## src/rtl/simd_cmp_pkg.sv

```systemverilog
package simd_cmp_pkg;
  typedef enum logic [1:0] {
    OP_EQ  = 2'b00,
    OP_GT  = 2'b01,
    OP_SEL = 2'b10,
    OP_RSV = 2'b11
  } op_e;
endpackage

```

## src/rtl/simd_lane_cmp.sv

```systemverilog
module simd_lane_cmp #(
  parameter int LANE_W = 8
) (
  input  logic [LANE_W-1:0] lane_a,
  input  logic [LANE_W-1:0] lane_b,
  input  logic              is_unsigned,
  output logic              eq,
  output logic              gt
);
  logic [LANE_W-1:0] bias_a;
  logic [LANE_W-1:0] bias_b;

  // Flipping the sign bit maps signed order onto unsigned order.
  always_comb begin
    bias_a = lane_a;
    bias_b = lane_b;
    bias_a[LANE_W-1] = lane_a[LANE_W-1] ^ ~is_unsigned;
    bias_b[LANE_W-1] = lane_b[LANE_W-1] ^ ~is_unsigned;
    eq = (lane_a == lane_b);
    gt = (bias_a > bias_b);
  end
endmodule

```

## src/rtl/simd_cmp_array.sv

```systemverilog
module simd_cmp_array #(
  parameter int DATA_W = 64,
  parameter int LANE_W = 8
) (
  input  logic [DATA_W-1:0] opa,
  input  logic [DATA_W-1:0] opb,
  input  logic              is_unsigned,
  output logic [DATA_W-1:0] eq_mask,
  output logic [DATA_W-1:0] gt_mask
);
  localparam int NLANES = DATA_W / LANE_W;

  for (genvar i = 0; i < NLANES; i++) begin : g_lane
    logic eq_l;
    logic gt_l;
    simd_lane_cmp #(.LANE_W(LANE_W)) u_cmp (
      .lane_a     (opa[i*LANE_W +: LANE_W]),
      .lane_b     (opb[i*LANE_W +: LANE_W]),
      .is_unsigned(is_unsigned),
      .eq         (eq_l),
      .gt         (gt_l)
    );
    assign eq_mask[i*LANE_W +: LANE_W] = {LANE_W{eq_l}};
    assign gt_mask[i*LANE_W +: LANE_W] = {LANE_W{gt_l}};
  end
endmodule

```

## src/rtl/simd_bitsel.sv

```systemverilog
module simd_bitsel #(
  parameter int DATA_W = 64
) (
  input  logic [DATA_W-1:0] take_a,
  input  logic [DATA_W-1:0] take_b,
  input  logic [DATA_W-1:0] sel,
  output logic [DATA_W-1:0] merged
);
  always_comb begin
    merged = (take_a & sel) | (take_b & ~sel);
  end
endmodule

```

## src/rtl/simd_cmp_sel.sv

```systemverilog
module simd_cmp_sel
  import simd_cmp_pkg::*;
#(
  parameter int DATA_W = 64,
  parameter int BYTE_W = 8,
  parameter int WORD_W = 16
) (
  input  logic              clk,
  input  logic              rst_n,
  input  logic              in_valid,
  input  logic [1:0]        op,
  input  logic              is_unsigned,
  input  logic              lane_word,
  input  logic [DATA_W-1:0] a,
  input  logic [DATA_W-1:0] b,
  input  logic [DATA_W-1:0] mask,
  output logic              out_valid,
  output logic [DATA_W-1:0] result
);
  logic [DATA_W-1:0] byte_eq, byte_gt;
  logic [DATA_W-1:0] word_eq, word_gt;
  logic [DATA_W-1:0] merge_d;
  logic [DATA_W-1:0] result_d, result_q;
  logic              valid_q;
  op_e               op_sel;

  simd_cmp_array #(.DATA_W(DATA_W), .LANE_W(BYTE_W)) u_bytes (
    .opa(a), .opb(b), .is_unsigned(is_unsigned),
    .eq_mask(byte_eq), .gt_mask(byte_gt)
  );

  simd_cmp_array #(.DATA_W(DATA_W), .LANE_W(WORD_W)) u_words (
    .opa(a), .opb(b), .is_unsigned(is_unsigned),
    .eq_mask(word_eq), .gt_mask(word_gt)
  );

  simd_bitsel #(.DATA_W(DATA_W)) u_merge (
    .take_a(a), .take_b(b), .sel(mask), .merged(merge_d)
  );

  // Next-state selection
  always_comb begin
    op_sel = op_e'(op);
    unique case (op_sel)
      OP_EQ:   result_d = lane_word ? word_eq : byte_eq;
      OP_GT:   result_d = lane_word ? word_gt : byte_gt;
      OP_SEL:  result_d = merge_d;
      default: result_d = '0;
    endcase
  end

  // Result register with explicit clock enable
  always_ff @(posedge clk or negedge rst_n) begin
    if (!rst_n) begin
      result_q <= '0;
    end else if (in_valid) begin
      result_q <= result_d;
    end
  end

  always_ff @(posedge clk or negedge rst_n) begin
    if (!rst_n) begin
      valid_q <= 1'b0;
    end else begin
      valid_q <= in_valid;
    end
  end

  assign out_valid = valid_q;
  assign result    = result_q;
endmodule

```

## config.mk

```make
export PLATFORM = sky130hd
export DESIGN_NAME = simd_cmp_sel
export DESIGN_NICKNAME = d
export VERILOG_FILES = /design/src/rtl/simd_cmp_pkg.sv /design/src/rtl/simd_lane_cmp.sv /design/src/rtl/simd_cmp_array.sv /design/src/rtl/simd_bitsel.sv /design/src/rtl/simd_cmp_sel.sv
export SDC_FILE = /design/constraint.sdc
export NUM_CORES = 1
export LEC_CHECK = 0
export BUFFER_PORTS_ARGS = -buffer_cell sky130_fd_sc_hd__buf_4
export CORE_MARGIN = 5
export CORE_UTILIZATION = 44
export DETAILED_ROUTE_END_ITERATION = 16
export PLACE_DENSITY = 0.8
export SYNTH_ARGS = -nofsm -noshare
export SYNTH_HDL_FRONTEND = slang
export SYNTH_SLANG_ARGS = --single-unit
```

## constraint.sdc

```tcl
create_clock -name clk -period 0.8 [get_ports clk]
set_input_delay 0.04 -clock clk [delete_from_list [all_inputs] [get_ports clk]]
set_output_delay 0.04 -clock clk [all_outputs]
set_load 0.02 [all_outputs]
```

==> results_dict.tcl, run 1 <==
set metrics [dict create \
    m1WireLength_mm 9.05 \
    ios 264 \
    reg2reg_slack_ps -380 \
    min_from "b[2]" \
    clk_latency_ps 330 \
    synth_common_cells "nor2_1, inv_1, dfrtp_1" \
    slew_headroom 0.703 \
    cts_made_buffers 9 \
    track_usage 0.285 \
    clock_skew_ps 0 \
    critPathArrivalTime_ps 1840 \
    highest_layer "met4" \
    cts_tree "yes" \
    hold_viol 0 \
    crit_family "simple AND/OR/NAND/NOR gates" \
    crit_type "in2reg" \
    fin_crit_sh 2.06 \
    whs_path_depth 5 \
    met2WireLength_mm 13.0 \
    synth_top_family_by_area "compound AO/OA/AOI/OAI gates" \
    tightest_slew_ps 442 \
    synth.avg_cell_area_um2 8.33 \
    synth_xor_area_frac 0.00603 \
    grt_antenna_before_repair 0 \
    initial_core_util 0.444 \
    syn_area_um2 5810 \
    die_h_um 125 \
    wl_mm 24.8 \
    syn-num-nets 961 \
    numPortBuffers 263 \
    async_flop_share 1.00 \
    synth_mux_area_frac 0.110 \
    peakVddDrop_uv 1480 \
    clk_pin_slew_worst_paths_ps 60 \
    yosysMostFrequentCell "nor2_1" \
    ys_ff_latch 65 \
    reg2reg_from "result[43]$_DFFE_PN0P_" \
    crit_path_max_fanout 8 \
    route.detailed.drc 0 \
    drv_slew 0 \
    synthAdderAreaFrac 0.138 \
    violations "setup timing" \
    drt_iter0_drc 401 \
    reg2reg_depth 3 \
    slowest_stage "o31ai_4" \
    synth_compound_area_frac 0.223 \
    diodes 0 \
    finalSetupViolations 129 \
    rsz0062_at_grt "yes" \
    cp.required_ps 990 \
    grt_max_degree 34 \
    grt_pass1_vias 7501 \
    rows 42 \
    hold_path.class "in2reg" \
    p_leak_nw 5.27 \
    crit_buf_inv 2 \
    design_area_um2 11000 \
    hold_ws_ps 60.6 \
    seqCellArea_um2 1630 \
    wl_met3_mm 1.52 \
    layout_setup_ws_ps -849 \
    gp_congestion 0.881 \
    area_growth_pct 88.9 \
    die-area_um2 15600 \
    max_freq_mhz 606 \
    ys.flop_type "dfrtp_1" \
    vias 7190 \
    cts_buffer_depth 2 \
    overflow 0 \
    wl_per_cell_um 19.6 \
    min_to "result[2]$_DFFE_PN0P_" \
    cp-start-kind "input pin" \
    place_ws_ps -1220 \
    reg2reg_to "result[43]$_DFFE_PN0P_" \
    multi_input_comb_area_um2 4840 \
    cts_sinks 65 \
    core_um2 13100 \
    drt.antenna.violating_nets 0 \
    via_per_inst 5.68 \
    powerDensity_nw_per_um2 1240 \
    crit_chain "buf_12, inv_12, ha_4, and4_4, or3b_4, o21ai_2, a21oi_2, o31ai_4, nand2_1" \
    status "complete, but fails checks" \
    synth-seq-area-share 0.280 \
    synth_edf_count 0 \
    synth_cell_types 50 \
    grt_pass1_wl_mm 36.7 \
    drtPass1Iterations 5 \
    synthCells 698 \
    synth_simple_gate_area_frac 0.180 \
    clock-root-buffer "clkbuf_16" \
    htree_levels 3 \
    yosys_warnings 0 \
    dpl.hpwl_mm 17.2 \
    postPlaceCellArea_um2 9220 \
    yosys-top-cells-area "dfrtp_1, ha_1, mux2i_1, nor2_1, a21oi_1" \
    yosysTopAreaCell "dfrtp_1" \
    fin_nets 1349 \
    fillers 708 \
    max-cap-violations 0 \
    cp-end-kind "register" \
    critPathMaxStageDelay_ps 420 \
    min_period_ps 1650 \
    drive_gt1_frac 0.517 \
    die_x_um 125 \
    synth_top_area_frac 0.280 \
]
-- worst max path at each step --
stage	to	cells past startpoint	start	slack, ps
after floorplan	result[55]$_DFFE_PN0P_	8	b[62]	-860
after global placement	result[58]$_DFFE_PN0P_	7	a[58]	-1140
after detailed placement	result[57]$_DFFE_PN0P_	7	a[58]	-1220
after CTS	result[13]$_DFFE_PN0P_	9	b[9]	-740
after global routing	result[8]$_DFFE_PN0P_	9	b[5]	-950
final	result[8]$_DFFE_PN0P_	9	b[11]	-850
-- registers in the layout (all words and copies together) (netlist names) --
name	cells
result	64
out_valid	1
-- logic make-up (layout without fill, tap and decap cells) --
| kind of cell | Yosys count | after routing |
|---|---|---|
| mux | 64 | 64 |
| buf+inv | 93 | 484 |
| compound gates | 189 | 190 |
| simple gates | 219 | 219 |
| xor+xnor | 4 | 4 |
| fa+ha+maj | 64 | 64 |
| flops | 65 | 65 |
-- metal layers --
| layer | GRT usage | vias to the layer above |
|---|---|---|
| met4 | 0.122 | 0 |
| met1 | 0.313 | 3461 |
| met5 | 0 | - |
| li1 | - | 3315 |
| met3 | 0.0623 | 88 |
| met2 | 0.529 | 326 |
-- tightest hold or removal path, stage by stage --
cell and delay (ps):
buf_4 80, mux2i_1 50, nor2_1 80, a21oi_1 40
nand2_1 50
-- cell type report --
class | instances | area share
Clock inverter | 3 | 0.00592
Inverter | 69 | 0.0304
Clock buffer | 12 | 0.0224
Sequential cell | 65 | 0.148
Timing Repair Buffer | 400 | 0.333
Multi-Input combinational cell | 541 | 0.440
Tap cell | 176 | 0.0200
-- power by group --
group	switching [mW]	internal [mW]
Sequential	0.225	3.57
Clock	1.44	2.79
Combinational	2.66	2.99
Total	4.32	9.35
-- through the flow --
stage | instances | utilization | power, mW | setup TNS, ps
floorplan | 698 | - | 5.83 | -49670
global placement | 1225 | 0.705 | 8.21 | -68470
detailed placement | 1225 | 0.705 | 8.32 | -70930
CTS | 1255 | 0.805 | 13.2 | -49800
global route | 1266 | 0.840 | 14.2 | -58980
finish | 1266 | 0.840 | 13.7 | -54700
-- cells in the final DEF (no fill, tap or decap), drive strengths merged, types with 2 or more instances in the layout --
cell type	synthesis	routed
clkbuf	17	13
or4	3	3
nor2b	23	23
o21a	8	8
inv	69	69
a21oi	53	53
dfrtp	65	65
nand3	15	15
or3	4	4
nor3b	2	2
o21ai	16	16
o2bb2ai	8	8
bufinv	0	2
a21o	12	13
nor2	80	80
nand4	8	8
nand2	38	38
nand2b	7	7
nor3	27	27
a32oi	8	8
o21bai	3	3
a211oi	33	33
mux2i	64	64
xor2	3	3
a31oi	34	34
and3	3	3
ha	64	64
o211ai	3	3
or2	4	4
o22ai	4	4
buf	7	398
-- what timing repair did --
action | CTS | global route
gates cloned | 1 | 1
hold buffers | 1 | 0
buffers inserted | 13 | 13
setup endpoints to repair | 129 | 129
resized for setup | 196 | 55
endpoints found under the hold margin | 65 | 0
pin swaps | 51 | 26
No activity file was read; power rests on OpenSTA's default activity.
==> run 2, diff against run 1 <==
CORE_UTILIZATION = 35   (was 44)
PLACE_DENSITY = 0.66   (was 0.8)
REMOVE_ABC_BUFFERS = 1   (was not set)
==> run 2 against run 1 <==
Compared with the run above: the flow still finishes with violations (setup timing); wire length shrank 5.0%; power shrank 1.9%; cell area grew 2.5%; die area grew 24%; combinational power grew 1%; worst hold slack lost 1.6 ps; cell count grew 4.1%; via count shrank 4.1%; clock-buffer cell count shrank 2; sequential power is essentially flat; clock skew is the same; clock power shrank 7.3%; critical endpoint is now result[11]$_DFFE_PN0P_; largest cell class unchanged; highest routed layer unchanged.
==> results_dict.tcl, run 2 (synthesized netlist as in run 1, its figures left out) <==
set metrics [dict create \
    cts_buffer_depth 2 \
    violations "setup timing" \
    initial_core_util 0.353 \
    via_per_inst 5.23 \
    overflow 0 \
    wl_per_cell_um 17.9 \
    vias 6898 \
    comb_power_share 0.426 \
    power.switching_mw 4.36 \
    multi_input_comb_area_um2 5020 \
    die_h_um 139 \
    cp-end-kind "register" \
    clk_latency_ps 330 \
    power.share.clock 0.293 \
    intPower_mw 9.04 \
    drt_iter0_drc 224 \
    max_freq_mhz 637 \
    cp-start-kind "input pin" \
    largest_reg_flops 64 \
    fin_nets 1356 \
    gp_congestion 0.789 \
    route.detailed.drc 0 \
    cts_made_buffers 9 \
    cp.required_ps 1020 \
    status "complete, but fails checks" \
    layout_setup_ws_ps -769 \
    seqCellArea_um2 1630 \
    grt_antenna_before_repair 0 \
    grt_pass1_vias 7198 \
    clk_pin_slew_worst_paths_ps 60 \
    core_um2 16500 \
    ios 264 \
    drv_slew 0 \
    tightest_slew_ps 445 \
    drive_gt1_frac 0.541 \
    hold_viol 0 \
    final_common_cell "buf_4" \
    p_leak_nw 5.33 \
    peakVddDrop_uv 1020 \
    crit_type "in2reg" \
    cts_tree "yes" \
    rows 47 \
    place_ws_ps -1340 \
    fillers 1273 \
    critPathArrivalTime_ps 1780 \
    min_period_ps 1570 \
    track_usage 0.228 \
    seq_power_share 0.282 \
    slew_headroom 0.702 \
    die-area_um2 19300 \
    numPortBuffers 263 \
    power_mw 13.4 \
    grt_pass1_wl_mm 36.4 \
    htree_levels 3 \
    final_cell_mix "buf_4, buf_6, nor2_1" \
    clock_skew_ps 0 \
    die_x_um 139 \
    wl_mm 23.6 \
    cts_sinks 65 \
    p_sw_frac 0.325 \
    hold_path.class "in2async" \
    grt_max_degree 64 \
    clock-root-buffer "clkbuf_16" \
    max-cap-violations 0 \
    drtPass1Iterations 4 \
    fin_crit_sh 1.96 \
    diodes 0 \
    dpl.hpwl_mm 16.5 \
    crit_path_max_fanout 8 \
    drt.antenna.violating_nets 0 \
    area_growth_pct 93.7 \
    rsz0062_at_grt "yes" \
    finalSetupViolations 129 \
    powerDensity_nw_per_um2 1190 \
]
-- run 2: power by group through the flow --
stage | Sequential (mW) | Clock (mW) | Combinational (mW)
2_1_floorplan | 4.12 | 0 | 1.51
3_3_place_gp | 3.77 | 0 | 4.26
3_5_place_dp | 3.77 | 0 | 4.32
4_1_cts | 3.77 | 3.99 | 5.20
5_1_grt | 3.81 | 4.16 | 6.15
6_report | 3.78 | 3.92 | 5.70
-- run 2: area by class of cell --
| type | count | area share |
|---|---|---|
| multi-input combinational | 541 | 0.445 |
| clock buffer | 10 | 0.0203 |
| sequential | 65 | 0.144 |
| tap | 220 | 0.0244 |
| inverter | 69 | 0.0263 |
| timing repair buffer | 407 | 0.334 |
| clock inverter | 6 | 0.00522 |
-- run 2: critical path, stage by stage --
cell	delay, ps
buf_6	100
ha_4	260
nand4_1	170
or3_4	460
o21ai_4	180
a21oi_4	60
o31ai_4	290
buf_12	170
nand2_2	40
-- run 2: worst paths after layout --
| check | from | endpoint | slack [ps] | cells after the start |
|---|---|---|---|---|
| max in group asynchronous | rst_n | result[8]$_DFFE_PN0P_ | 200 | 3 |
| worst max-delay path | a[7] | result[11]$_DFFE_PN0P_ | -770 | 9 |
| min in group clk | b[4] | result[4]$_DFFE_PN0P_ | 60 | 5 |
| worst min-delay path | rst_n | result[29]$_DFFE_PN0P_ | 60 | 2 |
| worst max register to register | result[57]$_DFFE_PN0P_ | result[57]$_DFFE_PN0P_ | -390 | 3 |
| worst min register to register | result[7]$_DFFE_PN0P_ | result[7]$_DFFE_PN0P_ | 510 | 2 |
-- run 2: metrics by stage --
stage / instance area (um^2) / hold slack (ps) / setup TNS [ps] / utilization / std cells
floorplan: 5700 / -256 / -97780 / - / 674
global placement: 8900 / -161 / -72370 / 0.541 / 1269
detailed placement: 8900 / -160 / -74810 / 0.541 / 1269
CTS: 10600 / 46.2 / -51210 / 0.643 / 1310
global route: 11300 / 54.3 / -59770 / 0.684 / 1318
finish: 11300 / 59.0 / -54430 / 0.684 / 1318
-- run 2: timing repair --
| action | in CTS | in global routing |
|---|---|---|
| setup buffers | 23 | 11 |
| gates cloned | 1 | 0 |
| hold buffers | 1 | 0 |
| endpoints found under the hold margin | 65 | 0 |
| pin swaps | 84 | 59 |
| setup endpoints to repair | 129 | 129 |
| gates resized for setup | 271 | 102 |
-- run 2: layer usage --
| metal | part of all wire | up-vias | global-route usage |
|---|---|---|---|
| met4 | 0.025 | 0 | 0.0608 |
| met1 | 0.39 | 3308 | 0.273 |
| met3 | 0.063 | 42 | 0.0538 |
| li1 | - | 3326 | - |
| met2 | 0.52 | 222 | 0.410 |
| met5 | 0 | - | 0 |
==> run 3, diff against run 2 <==
PLACE_DENSITY = 0.74   (was 0.66)
SKIP_LAST_GASP = 1   (was not set)
==> run 3 against run 2 <==
Compared with the run above: the run still ends with setup timing left; first-iteration DRC count is 4.0% higher; worst hold slack better by 11 ps; register-to-register slack hardly changed; utilization is 1.0 points lower; sequential share of layout area is 0.21 points higher; die area stayed put; cell count is 1.1% lower; clock skew stayed put.
==> results_dict.tcl, run 3 (synthesized netlist as in run 1, its figures left out) <==
set metrics [dict create \
    track_usage 0.234 \
    crit_type "in2reg" \
    reg2reg_slack_ps -390 \
    wl_mm 24.8 \
    crit_family "simple AND/OR/NAND/NOR gates" \
    p_leak_nw 5.23 \
    critPathMaxStageDelay_ps 600 \
    rows 47 \
    grt_pass1_wl_mm 37.1 \
    hold_path.class "in2reg" \
    clk_latency_ps 320 \
    grt_pass1_vias 7272 \
    slew_headroom 0.694 \
    crit_buf_inv 3 \
    gp_congestion 0.865 \
    numPortBuffers 263 \
    place_ws_ps -1310 \
    fin_nets 1342 \
    grt_antenna_before_repair 0 \
    reg2reg_to "result[47]$_DFFE_PN0P_" \
    path_common_cell "buf_8" \
    vias 7016 \
    ios 264 \
    drt.antenna.violating_nets 0 \
    dpl.hpwl_mm 17.0 \
    cp-start-kind "input pin" \
    clk_pin_slew_worst_paths_ps 50 \
    drive_gt1_frac 0.524 \
    drtPass1Iterations 4 \
    via_per_inst 5.38 \
    min_to "result[10]$_DFFE_PN0P_" \
    diodes 0 \
    cts_made_buffers 9 \
    fin_crit_sh 2.00 \
    reg2reg_depth 3 \
    final_util 0.674 \
    route.detailed.drc 0 \
    layout_setup_ws_ps -803 \
    initial_core_util 0.353 \
    rsz0062_at_grt "yes" \
    overflow 0 \
    slowest_stage "or4_4" \
    cts_sinks 65 \
    finalSetupViolations 129 \
    violations "setup timing" \
    final_cells 1303 \
    cp.required_ps 1050 \
    final_common_cell "buf_4" \
    max_freq_mhz 624 \
    core_um2 16500 \
    min_period_ps 1600 \
    largest_reg_flops 64 \
    crit_path_max_fanout 5 \
    tightest_slew_ps 457 \
    clock_skew_ps 0 \
    die_h_um 139 \
    die_x_um 139 \
    cts_buffer_depth 2 \
    wl_per_cell_um 19.1 \
    clock-root-buffer "clkbuf_16" \
    whs_path_depth 5 \
    dp.cells 1259 \
    max-cap-violations 0 \
    final_cell_mix "buf_4, buf_6, nor2_1" \
    die-area_um2 19300 \
    critPathArrivalTime_ps 1850 \
    hold_viol 0 \
    peakVddDrop_uv 899 \
    reg2reg_from "result[47]$_DFFE_PN0P_" \
    cp-end-kind "register" \
    grt_max_degree 38 \
    area_growth_pct 90.9 \
    drt_iter0_drc 233 \
    cts_tree "yes" \
    powerDensity_nw_per_um2 1180 \
    htree_levels 3 \
    drv_slew 0 \
    min_from "b[10]" \
    crit_chain "buf_8, inv_4, ha_4, nand3_4, or4_4, o21bai_4, a21o_4, buf_8, a31oi_4" \
    status "complete, but fails checks" \
]
## run 3: worst max path at each step
stage	end	from	depth (start not counted)
finish	result[47]$_DFFE_PN0P_	b[44]	9
global route	result[47]$_DFFE_PN0P_	a[45]	8
CTS	result[42]$_DFFE_PN0P_	b[45]	9
detailed placement	result[16]$_DFFE_PN0P_	a[30]	8
global placement	result[16]$_DFFE_PN0P_	a[29]	9
floorplan	result[0]$_DFFE_PN0P_	in_valid	4
## run 3: layer usage
metal,up-vias,wire length (um),part of all wire,GRT usage
li1,3300,-,-,-
met1,3369,9270,0.37,0.267
met2,293,13100,0.53,0.427
met3,54,1770,0.071,0.0648
met4,0,659,0.027,0.0705
met5,-,0,0,0
## run 3: layout make-up
| class | instances | area [um^2] |
|---|---|---|
| fill | 1224 | 5370 |
| tap | 220 | 275 |
| timing repair buffer | 394 | 3680 |
| clock buffer | 12 | 246 |
| inverter | 69 | 307 |
| clock inverter | 3 | 17.5 |
| sequential | 65 | 1630 |
| multi-input combinational | 540 | 4950 |
## run 3: stage by stage
stage / total power, mW / hold WS, ps / instance area, um^2 / TNS, ps
after detailed placement: 8.06 / 22.3 / 8790 / -78720
after global routing: 13.8 / 81.5 / 11100 / -60220
after CTS: 12.7 / 41.9 / 10600 / -52660
after floorplan: 5.63 / -256 / 5700 / -97780
after global placement: 7.98 / 16.1 / 8790 / -76750
final: 13.1 / 69.6 / 11100 / -55370
## run 3: tightest hold or removal path, delay by kind of cell
kind,cells,cell delay (ps)
muxes,1,60
buffers and inverters,1,80
and+or+nand+nor,2,130
AOI/OAI and AO/OA,1,50
## run 3: power by group
group / total (mW) / switching (mW) / internal [mW]
combinational: 5.69 / 2.67 / 3.02
clock: 3.63 / 1.48 / 2.16
sequential: 3.78 / 0.214 / 3.57
## run 3: repair_timing
item | in CTS | in global routing
gates resized for setup | 296 | 79
endpoints found under the hold margin | 65 | 0
hold buffers | 1 | 0
pin swaps | 80 | 59
setup endpoints to repair | 129 | 129
buffers inserted | 20 | 13
